--- config.mk ---
export PLATFORM = sky130hd
export DESIGN_NAME = rid_sid_map
export DESIGN_NICKNAME = d
export VERILOG_FILES = /design/src/rtl/rsm_pkg.sv /design/src/rtl/rsm_entry_bank.sv /design/src/rtl/rsm_match.sv /design/src/rtl/rsm_result_reg.sv /design/src/rtl/rid_sid_map.sv
export SDC_FILE = /design/constraint.sdc
export NUM_CORES = 2
export LEC_CHECK = 0
export BUFFER_PORTS_ARGS = -buffer_cell sky130_fd_sc_hd__buf_2
export CAP_MARGIN = 20
export CORE_MARGIN = 1
export CORE_UTILIZATION = 55
export DETAILED_ROUTE_END_ITERATION = 7
export GPL_ROUTABILITY_DRIVEN = 0
export PLACE_DENSITY = 0.72
export SYNTH_ARGS = -nofsm -noshare
export SYNTH_HDL_FRONTEND = slang
export SYNTH_SLANG_ARGS = --single-unit
--- constraint.sdc ---
create_clock -name clk -period 3.3 [get_ports clk]
set_input_delay 0.165 -clock clk [delete_from_list [all_inputs] [get_ports clk]]
set_output_delay 0.165 -clock clk [all_outputs]
set_load 0.05 [all_outputs]
--- src/rtl/rsm_pkg.sv ---
package rsm_pkg;

  localparam int RID_W  = 16;
  localparam int SID_W  = 15;
  localparam int WORD_W = 32;

  typedef struct packed {
    logic             vld;
    logic [SID_W-1:0] sid;
    logic [RID_W-1:0] rid;
  } rsm_entry_t;

  function automatic rsm_entry_t word_to_entry(input logic [WORD_W-1:0] w);
    rsm_entry_t e;
    e.vld = w[31];
    e.sid = w[30:16];
    e.rid = w[15:0];
    return e;
  endfunction

  function automatic logic [WORD_W-1:0] entry_to_word(input rsm_entry_t e);
    return {e.vld, e.sid, e.rid};
  endfunction

  function automatic logic [RID_W-1:0] make_rid(input logic [7:0] bus,
                                                 input logic [4:0] dev,
                                                 input logic [2:0] fn);
    return {bus, dev, fn};
  endfunction

  function automatic logic entry_matches(input rsm_entry_t e,
                                         input logic [RID_W-1:0] key);
    return e.vld && (e.rid == key);
  endfunction

endpackage

--- src/rtl/rsm_entry_bank.sv ---
module rsm_entry_bank
  import rsm_pkg::*;
#(
  parameter int NUM_ENTRIES = 16,
  parameter int SLOT_W      = 6
) (
  input  logic                clk,
  input  logic                rst,
  input  logic                wr_en,
  input  logic [SLOT_W-1:0]   wr_slot,
  input  logic [WORD_W-1:0]   wr_data,
  input  logic [SLOT_W-1:0]   rd_slot,
  output logic [WORD_W-1:0]   rd_data,
  output rsm_entry_t          entries [NUM_ENTRIES]
);

  for (genvar g = 0; g < NUM_ENTRIES; g++) begin : g_slot
    logic sel;
    assign sel = wr_en && (wr_slot == SLOT_W'(g));
    always_ff @(posedge clk) begin
      if (rst) begin
        entries[g] <= '0;
      end else if (sel) begin
        entries[g] <= word_to_entry(wr_data);
      end
    end
  end

  always_comb begin
    rd_data = '0;
    for (int i = 0; i < NUM_ENTRIES; i++) begin
      if (rd_slot == SLOT_W'(i)) rd_data = entry_to_word(entries[i]);
    end
  end

endmodule

--- src/rtl/rsm_match.sv ---
module rsm_match
  import rsm_pkg::*;
#(
  parameter int NUM_ENTRIES = 16
) (
  input  rsm_entry_t          entries [NUM_ENTRIES],
  input  logic [RID_W-1:0]    key,
  output logic [NUM_ENTRIES-1:0] match_vec,
  output logic [NUM_ENTRIES-1:0] win_vec,
  output logic                any_hit,
  output logic [SID_W-1:0]    win_sid
);

  for (genvar g = 0; g < NUM_ENTRIES; g++) begin : g_cmp
    assign match_vec[g] = entry_matches(entries[g], key);
  end

  // isolate lowest set bit: lowest index has priority
  assign win_vec = match_vec & (~match_vec + NUM_ENTRIES'(1));
  assign any_hit = |match_vec;

  always_comb begin
    win_sid = '0;
    for (int i = 0; i < NUM_ENTRIES; i++) begin
      win_sid = win_sid | ({SID_W{win_vec[i]}} & entries[i].sid);
    end
  end

endmodule

--- src/rtl/rsm_result_reg.sv ---
module rsm_result_reg
  import rsm_pkg::*;
(
  input  logic             clk,
  input  logic             rst,
  input  logic             lk_valid,
  input  logic             any_hit,
  input  logic [SID_W-1:0] win_sid,
  output logic             res_valid,
  output logic             res_hit,
  output logic [SID_W-1:0] res_sid,
  output logic             map_err
);

  always_ff @(posedge clk) begin
    if (rst) begin
      res_valid <= 1'b0;
      res_hit   <= 1'b0;
      res_sid   <= '0;
      map_err   <= 1'b0;
    end else begin
      res_valid <= lk_valid;
      res_hit   <= lk_valid && any_hit;
      res_sid   <= (lk_valid && any_hit) ? win_sid : '0;
      map_err   <= lk_valid && !any_hit;
    end
  end

endmodule

--- src/rtl/rid_sid_map.sv ---
module rid_sid_map
  import rsm_pkg::*;
#(
  parameter int NUM_ENTRIES = 16,
  parameter int SLOT_W      = 6
) (
  input  logic              clk,
  input  logic              rst,
  input  logic              cfg_we,
  input  logic [SLOT_W-1:0] cfg_wr_slot,
  input  logic [31:0]       cfg_wdata,
  input  logic [SLOT_W-1:0] cfg_rd_slot,
  output logic [31:0]       cfg_rdata,
  input  logic              lk_valid,
  input  logic [15:0]       lk_rid,
  output logic              res_valid,
  output logic              res_hit,
  output logic [14:0]       res_sid,
  output logic              map_err
);

  localparam int SLOT_SPACE = 1 << SLOT_W;

  initial begin
    if (NUM_ENTRIES < 1 || NUM_ENTRIES > SLOT_SPACE)
      $error("NUM_ENTRIES must fit the slot space");
  end

  rsm_entry_t                 entries [NUM_ENTRIES];
  logic [NUM_ENTRIES-1:0]     match_vec;
  logic [NUM_ENTRIES-1:0]     win_vec;
  logic [NUM_ENTRIES-1:0]     valid_vec;
  logic                       any_hit;
  logic [SID_W-1:0]           win_sid;

  for (genvar g = 0; g < NUM_ENTRIES; g++) begin : g_vld
    assign valid_vec[g] = entries[g].vld;
  end

  rsm_entry_bank #(
    .NUM_ENTRIES(NUM_ENTRIES),
    .SLOT_W     (SLOT_W)
  ) u_bank (
    .clk    (clk),
    .rst    (rst),
    .wr_en  (cfg_we),
    .wr_slot(cfg_wr_slot),
    .wr_data(cfg_wdata),
    .rd_slot(cfg_rd_slot),
    .rd_data(cfg_rdata),
    .entries(entries)
  );

  rsm_match #(
    .NUM_ENTRIES(NUM_ENTRIES)
  ) u_match (
    .entries  (entries),
    .key      (lk_rid),
    .match_vec(match_vec),
    .win_vec  (win_vec),
    .any_hit  (any_hit),
    .win_sid  (win_sid)
  );

  rsm_result_reg u_res (
    .clk      (clk),
    .rst      (rst),
    .lk_valid (lk_valid),
    .any_hit  (any_hit),
    .win_sid  (win_sid),
    .res_valid(res_valid),
    .res_hit  (res_hit),
    .res_sid  (res_sid),
    .map_err  (map_err)
  );

endmodule

=== After elaboration in Yosys (flattened, before gate mapping) ===
Cells that the tools add are included.

* Flip-flop bits (word level): 530
* Bits in latches: 0
* RAM bits: 0
* Memory bits (read-only): 0
* Input bits: 64
* Memories: 0

* $add $sub $neg: 1
* Multipliers: 0
* Divide/modulo/power cells: 0
* $lt $le $gt $ge: 0
* Equal/unequal tests: 46
* Shift operators: 0
* Muxes and demuxes: 16
* Bitwise logic cells: 34
* Reductions and logical operators: 39

{| class="wikitable"
|+ Operator list
! cell !! count
|-
| 32-bit two-way mux || 16
|-
| 16-bit == test || 16
|-
| 15-bit bitwise AND || 16
|-
| 15-bit OR || 15
|-
| 6-bit by 4-bit == test with 1-bit output (second input constant) || 16
|-
| 6-bit by 3-bit == test with 1-bit output (second input constant) || 8
|-
| 1-bit logical AND || 34
|-
| 6-bit by 2-bit == test with 1-bit output (second input constant) || 4
|-
| 16-bit by 1-bit adder with 16-bit output (second input constant) || 1
|-
| 16-bit bitwise AND || 1
|-
| 16-bit inverter || 1
|-
| 16-bit OR reduction || 1
|-
| 6-bit by 1-bit == test with 1-bit output (second input constant) || 2
|-
| 6-bit logical NOT || 2
|-
| 2-bit OR reduction || 1
|-
| 1-bit logical NOT || 1
|-
| 1-bit inverter || 1
|}

=== Depth between registers and ports, before layout ===
* Word-level depth: 21
* Gate-level depth with buffers: 12

=== Hierarchy ===
Synthesis repeated with hierarchy kept, for this count alone.

* Cells, all modules: 3831
* Area total of the unflattened synthesis: 29065.4 µm²

{| class="wikitable"
|+ Modules (own cells, without submodules)
! module !! times used !! cells each !! area each (µm²)
|-
| rsm_entry_bank || 1 || 3066 || 23199.8
|-
| rsm_match || 1 || 726 || 5291.3
|-
| rsm_result_reg || 1 || 39 || 574.3
|}

=== Least setup slack after synthesis ===
OpenSTA, ideal clock, no wires.

* Kind: input -> output
* From: input port cfg_rd_slot[5]
* To: output port cfg_rdata[21]
* Arrival time: 3.230 ns
* Data required time: 3.135 ns
* Path slack: -0.095 ns
* Stages on the path: 11
* Buffers on the path: 3
* Path through: clkbuf_1 -> or4_1 -> clkbuf_1 -> nor2_1 -> buf_2 -> a222oi_1 -> a21oi_1 -> nor2_1 -> a2111oi_0 -> a2111oi_0 -> o31ai_1

* Word-level cells in the longest chain between the ends: 17
* Elaborated cells between the ends (all ways): 32

{| class="wikitable"
|+ RTL lines
! element !! line !! source
|-
| start: declaration || rid_sid_map.sv:12 || <nowiki>input logic [SLOT_W-1:0] cfg_rd_slot,</nowiki>
|-
| 6-bit logical NOT || rsm_entry_bank.sv:32 || <nowiki>if (rd_slot == SLOT_W'(i)) rd_data = entry_to_word(entries[i]);</nowiki>
|-
| 32-bit two-way mux (15 in a row) || rsm_entry_bank.sv:32 ||
|-
| 32-bit two-way mux (*) || rsm_entry_bank.sv:32 ||
|-
| end: declaration || rid_sid_map.sv:13 || <nowiki>output logic [31:0] cfg_rdata,</nowiki>
|}

Mark *: on every way between the ends. The rest lies on a longest branch, timed or not.

=== Final worst setup path ===
* From: register u_bank.entries[424] (netlist name)
* To: register u_res.res_sid[4]

* Word-level cells in the longest chain between the ends: 20
* Elaborated cells between the ends (all ways): 37

{| class="wikitable"
|+ RTL lines
! element !! line !! source
|-
| 16-bit == test (*) || rsm_pkg.sv:33 || <nowiki>return e.vld && (e.rid == key);</nowiki>
|-
| 1-bit logical AND (*) || rsm_pkg.sv:33 ||
|-
| 16-bit inverter || rsm_match.sv:19 || <nowiki>assign win_vec = match_vec & (~match_vec + NUM_ENTRIES'(1));</nowiki>
|-
| 16-bit by 1-bit adder with 16-bit output || rsm_match.sv:19 ||
|-
| 16-bit bitwise AND || rsm_match.sv:19 ||
|-
| 15-bit bitwise AND || rsm_match.sv:25 || <nowiki>win_sid = win_sid | ({SID_W{win_vec[i]}} & entries[i].sid);</nowiki>
|-
| 15-bit OR (14 in a row) || rsm_match.sv:25 ||
|-
| end signal: assignment || rsm_result_reg.sv:24 || <nowiki>res_sid <= (lk_valid && any_hit) ? win_sid : '0;</nowiki>
|-
| end: declaration || rsm_result_reg.sv:11 || <nowiki>output logic [SID_W-1:0] res_sid,</nowiki>
|}

Marks and branches as above.
A chain may end at the register's enable or synchronous reset.

==> results.yml <==
placement:
  dp_hpwl_mm: 76.1
  placed_area_mm2: 0.0287
  io_buffers: 113
setup_path:
  crit_fanout: 12
  slowest_stage: "a221oi_1"
  crit_family: "compound AO/OA/AOI/OAI gates"
  required_ps: 3810
  worst_path_largest_cell_delay_ps: 540
  crit_chain: "xor2_1 > nor4_1 > nand4_2 > buf_4 > buf_4 > nor3_1 > nor2_1 > a221oi_1 > o211ai_1 > o41a_1"
  worstSetupPathType: "reg2reg"
  crit_top_cell: "buf_4"
  critPathBufInv: 2
  cp-end-kind: "register"
  start_kind: "register"
  cp_data_arrival_time_ps: 3930
die:
  fp.dieW_um: 223
  dieArea_mm2: 0.0499
  coreArea_mm2: 0.0480
  num_io_pins: 114
  initial_core_util_pct: 56.1
  rows: 80
  die_y_um: 223
detailed_routing:
  dr.pass1.iters: 8
  final_antenna_net_count: 0
  drt-total-wl_mm: 110
  routedWlPerCell_um: 25.2
  dr_total_vias: 29500
  drc: 2
  viasPerCell: 6.73
  drt_iter0_drc: 5042
logic_synthesis:
  yosysMostFrequentCell: "nand2_1"
  syn_nets: 3730
  yosys.area.top_type_share_pct: 39.4
  synth_edf_count: 0
  netlist_top_cells_area: "dfxtp_1 39%, nand2_1 16%, a21oi_1 10%"
  synth-async-reset-ratio_pct: 0
  synth_top_cell_by_area: "dfxtp_1"
  yosysSeqAreaShare_pct: 39.4
  syn_inst: 3666
  synthTopCellsByCount: "1157 x nand2_1, 546 x a21oi_1, 530 x dfxtp_1, 282 x clkbuf_1"
  syn_area_mm2: 0.0270
  yosys_warnings: 0
  ys_ff_latch: 530
  synth_ff_type: "dfxtp_1"
  netlist-cell-type-count: 70
  synth.avg_cell_area_um2: 7.35
clock_tree:
  cts_buffers: 55
  cts.sink_count: 530
  worstSkewPairLatency_ps: 640
  htreeDepth: 2
  cts.clk_slew.worst_paths_ps: 60
  cts_tree: "done"
  cts_root_buf: "clkbuf_16"
  clockBufferDepth: 3
timing:
  skew_ps: 17.1
  slew_viol_final: 0
  rsz0062_at_grt: "no"
  fin_crit_ps: 3420
  report.final.setup_viol: 5
  worst_slew_pin_slew_ps: 946
  relSlewSlack_pct: 35.3
  fmax_ghz: 0.293
  period_share_pct: 104
  setup_ws_ps: -116
  hold_viol: 0
grt:
  use_met3_pct: 10.0
  track_usage_pct: 43.0
  grt_overflow: 0
  grt_use_met2_pct: 66.5
  first_global_vias: 27900
  antenna_found_initial: 2
  grt_pass1_wl_mm: 165
  grt_max_degree: 155
  use_met1_pct: 52.8
  grt_busiest_layer: "met2"
power:
  ir_worst_vdd_v: 0.000436
  total_power_mw: 14.1
  p_leak_nw: 10.6
  power.density_mw_per_mm2: 455
layout:
  areaGrowthSynthToFinish_pct: 14.9
  fin_area_mm2: 0.0310
  drive_gt1_share_pct: 12.3
  nets: 3786
  fill_cells: 4184
outcome:
  violations: "design-rule violations, negative setup slack"
  status: "finished with violations"
run:
  max_cap_viol_count: 0
min_path:
  min_path_type: "in2reg"
==> what timing repair did <==
item,CTS,global route
hold buffers,31,0
buffers inserted,0,3
hold endpoints to repair,454,0
pin swaps,1,3
endpoints found under the setup margin,1,11
gates resized for setup,3,19
==> state kept, by name, summed over array words and instances (netlist names) <==
name and flops:
u_bank.entries 512, u_res.res_valid 1, u_res.map_err 1, u_res.res_sid 15, u_res.res_hit 1
==> cells by family after synthesis <==
family	count (synthesis)	synth area share (%)
buffers and inverters	384	6.14
AO/OA/AOI/OAI	972	22.7
flip-flops	530	39.4
XOR/XNOR	256	8.32
multiplexers	1	0.0418
AND/OR/NAND/NOR	1523	23.4
==> layer usage <==
metal  wire (µm)  part of all wire [%]
met5          12                 0.011
met4        8860                   8.0
met3       15100                    14
met2       48900                    44
met1       37500                    34
==> worst paths after layout <==
| check | end | cells after the start | slack [ps] | startpoint |
|---|---|---|---|---|
| worst min-delay path | u_bank.entries[207]$_SDFFE_PP0P_ | 3 | 40 | cfg_wdata[15] |
| worst max register to register | u_res.res_sid[4]$_SDFF_PP0_ | 10 | -120 | u_bank.entries[424]$_SDFFE_PP0P_ |
| worst min register to register | u_bank.entries[158]$_SDFFE_PP0P_ | 2 | 460 | u_bank.entries[158]$_SDFFE_PP0P_ |
| worst max-delay path | u_res.res_sid[4]$_SDFF_PP0_ | 10 | -120 | u_bank.entries[424]$_SDFFE_PP0P_ |
==> cell usage in the layout (no fill, tap or decap), types with 16 or more instances in the layout <==
master,synthesis,layout
inv_1,44,44
a21oi_1,546,546
a22o_1,36,36
nor4_1,36,34
clkbuf_1,282,16
buf_12,0,23
o22ai_1,61,61
xor2_1,105,105
a221oi_1,46,42
and2_1,16,16
a222oi_1,32,32
nand2_1,1157,1156
a22oi_1,77,77
buf_2,14,107
o21ai_0,42,34
nor3_1,38,34
dfxtp_1,530,530
dlygate4sd3_1,0,31
xnor2_1,151,151
nor2_1,151,126
o21a_1,16,16
o221ai_1,18,18
a221o_1,24,24
clkbuf_16,0,56
nor2_2,1,24
nand3_1,27,27
nand4_1,46,46
buf_4,24,172
==> worst min-delay path, cell delays in order <==
cell and delay [ps]:
buf_2 260, nand2_1 120, a21oi_1 60
==> area by class of cell <==
class                   count  area, µm²  area share (%)
diodes                      1       2.50         0.00807
flip-flops and latches    530      10600            34.2
repair buffers            338       2650            8.55
inverters                  45        169           0.545
multi-input cells        2752      14900            48.1
clock buffers              80       1570            5.07
clock inverters            24        313            1.01
well taps                 615        769            2.48
==> per-stage QoR <==
step	TNS (ps)	worst slack, ps	std cells	utilization (%)	hold WS (ps)
after detailed placement	-126	-126	4245	59.7	448
final	-267	-116	4385	64.5	36.2
after global placement	-180	-180	4245	59.7	442
after floorplan	0	18.3	3666	-	347
after CTS	0	54.1	4380	64.3	4.24
after global routing	0	0.977	4384	64.5	27.6
==> power breakdown <==
group / total (mW) / switching, mW / leakage, nW / internal (mW)
Sequential: 6.45 / 0.0269 / 4.27 / 6.42
Combinational: 1.03 / 0.733 / 5.36 / 0.302
Clock: 6.61 / 2.76 / 0.932 / 3.85
Total: 14.1 / 3.52 / 10.6 / 10.6
(Power assumes the default switching activity.)
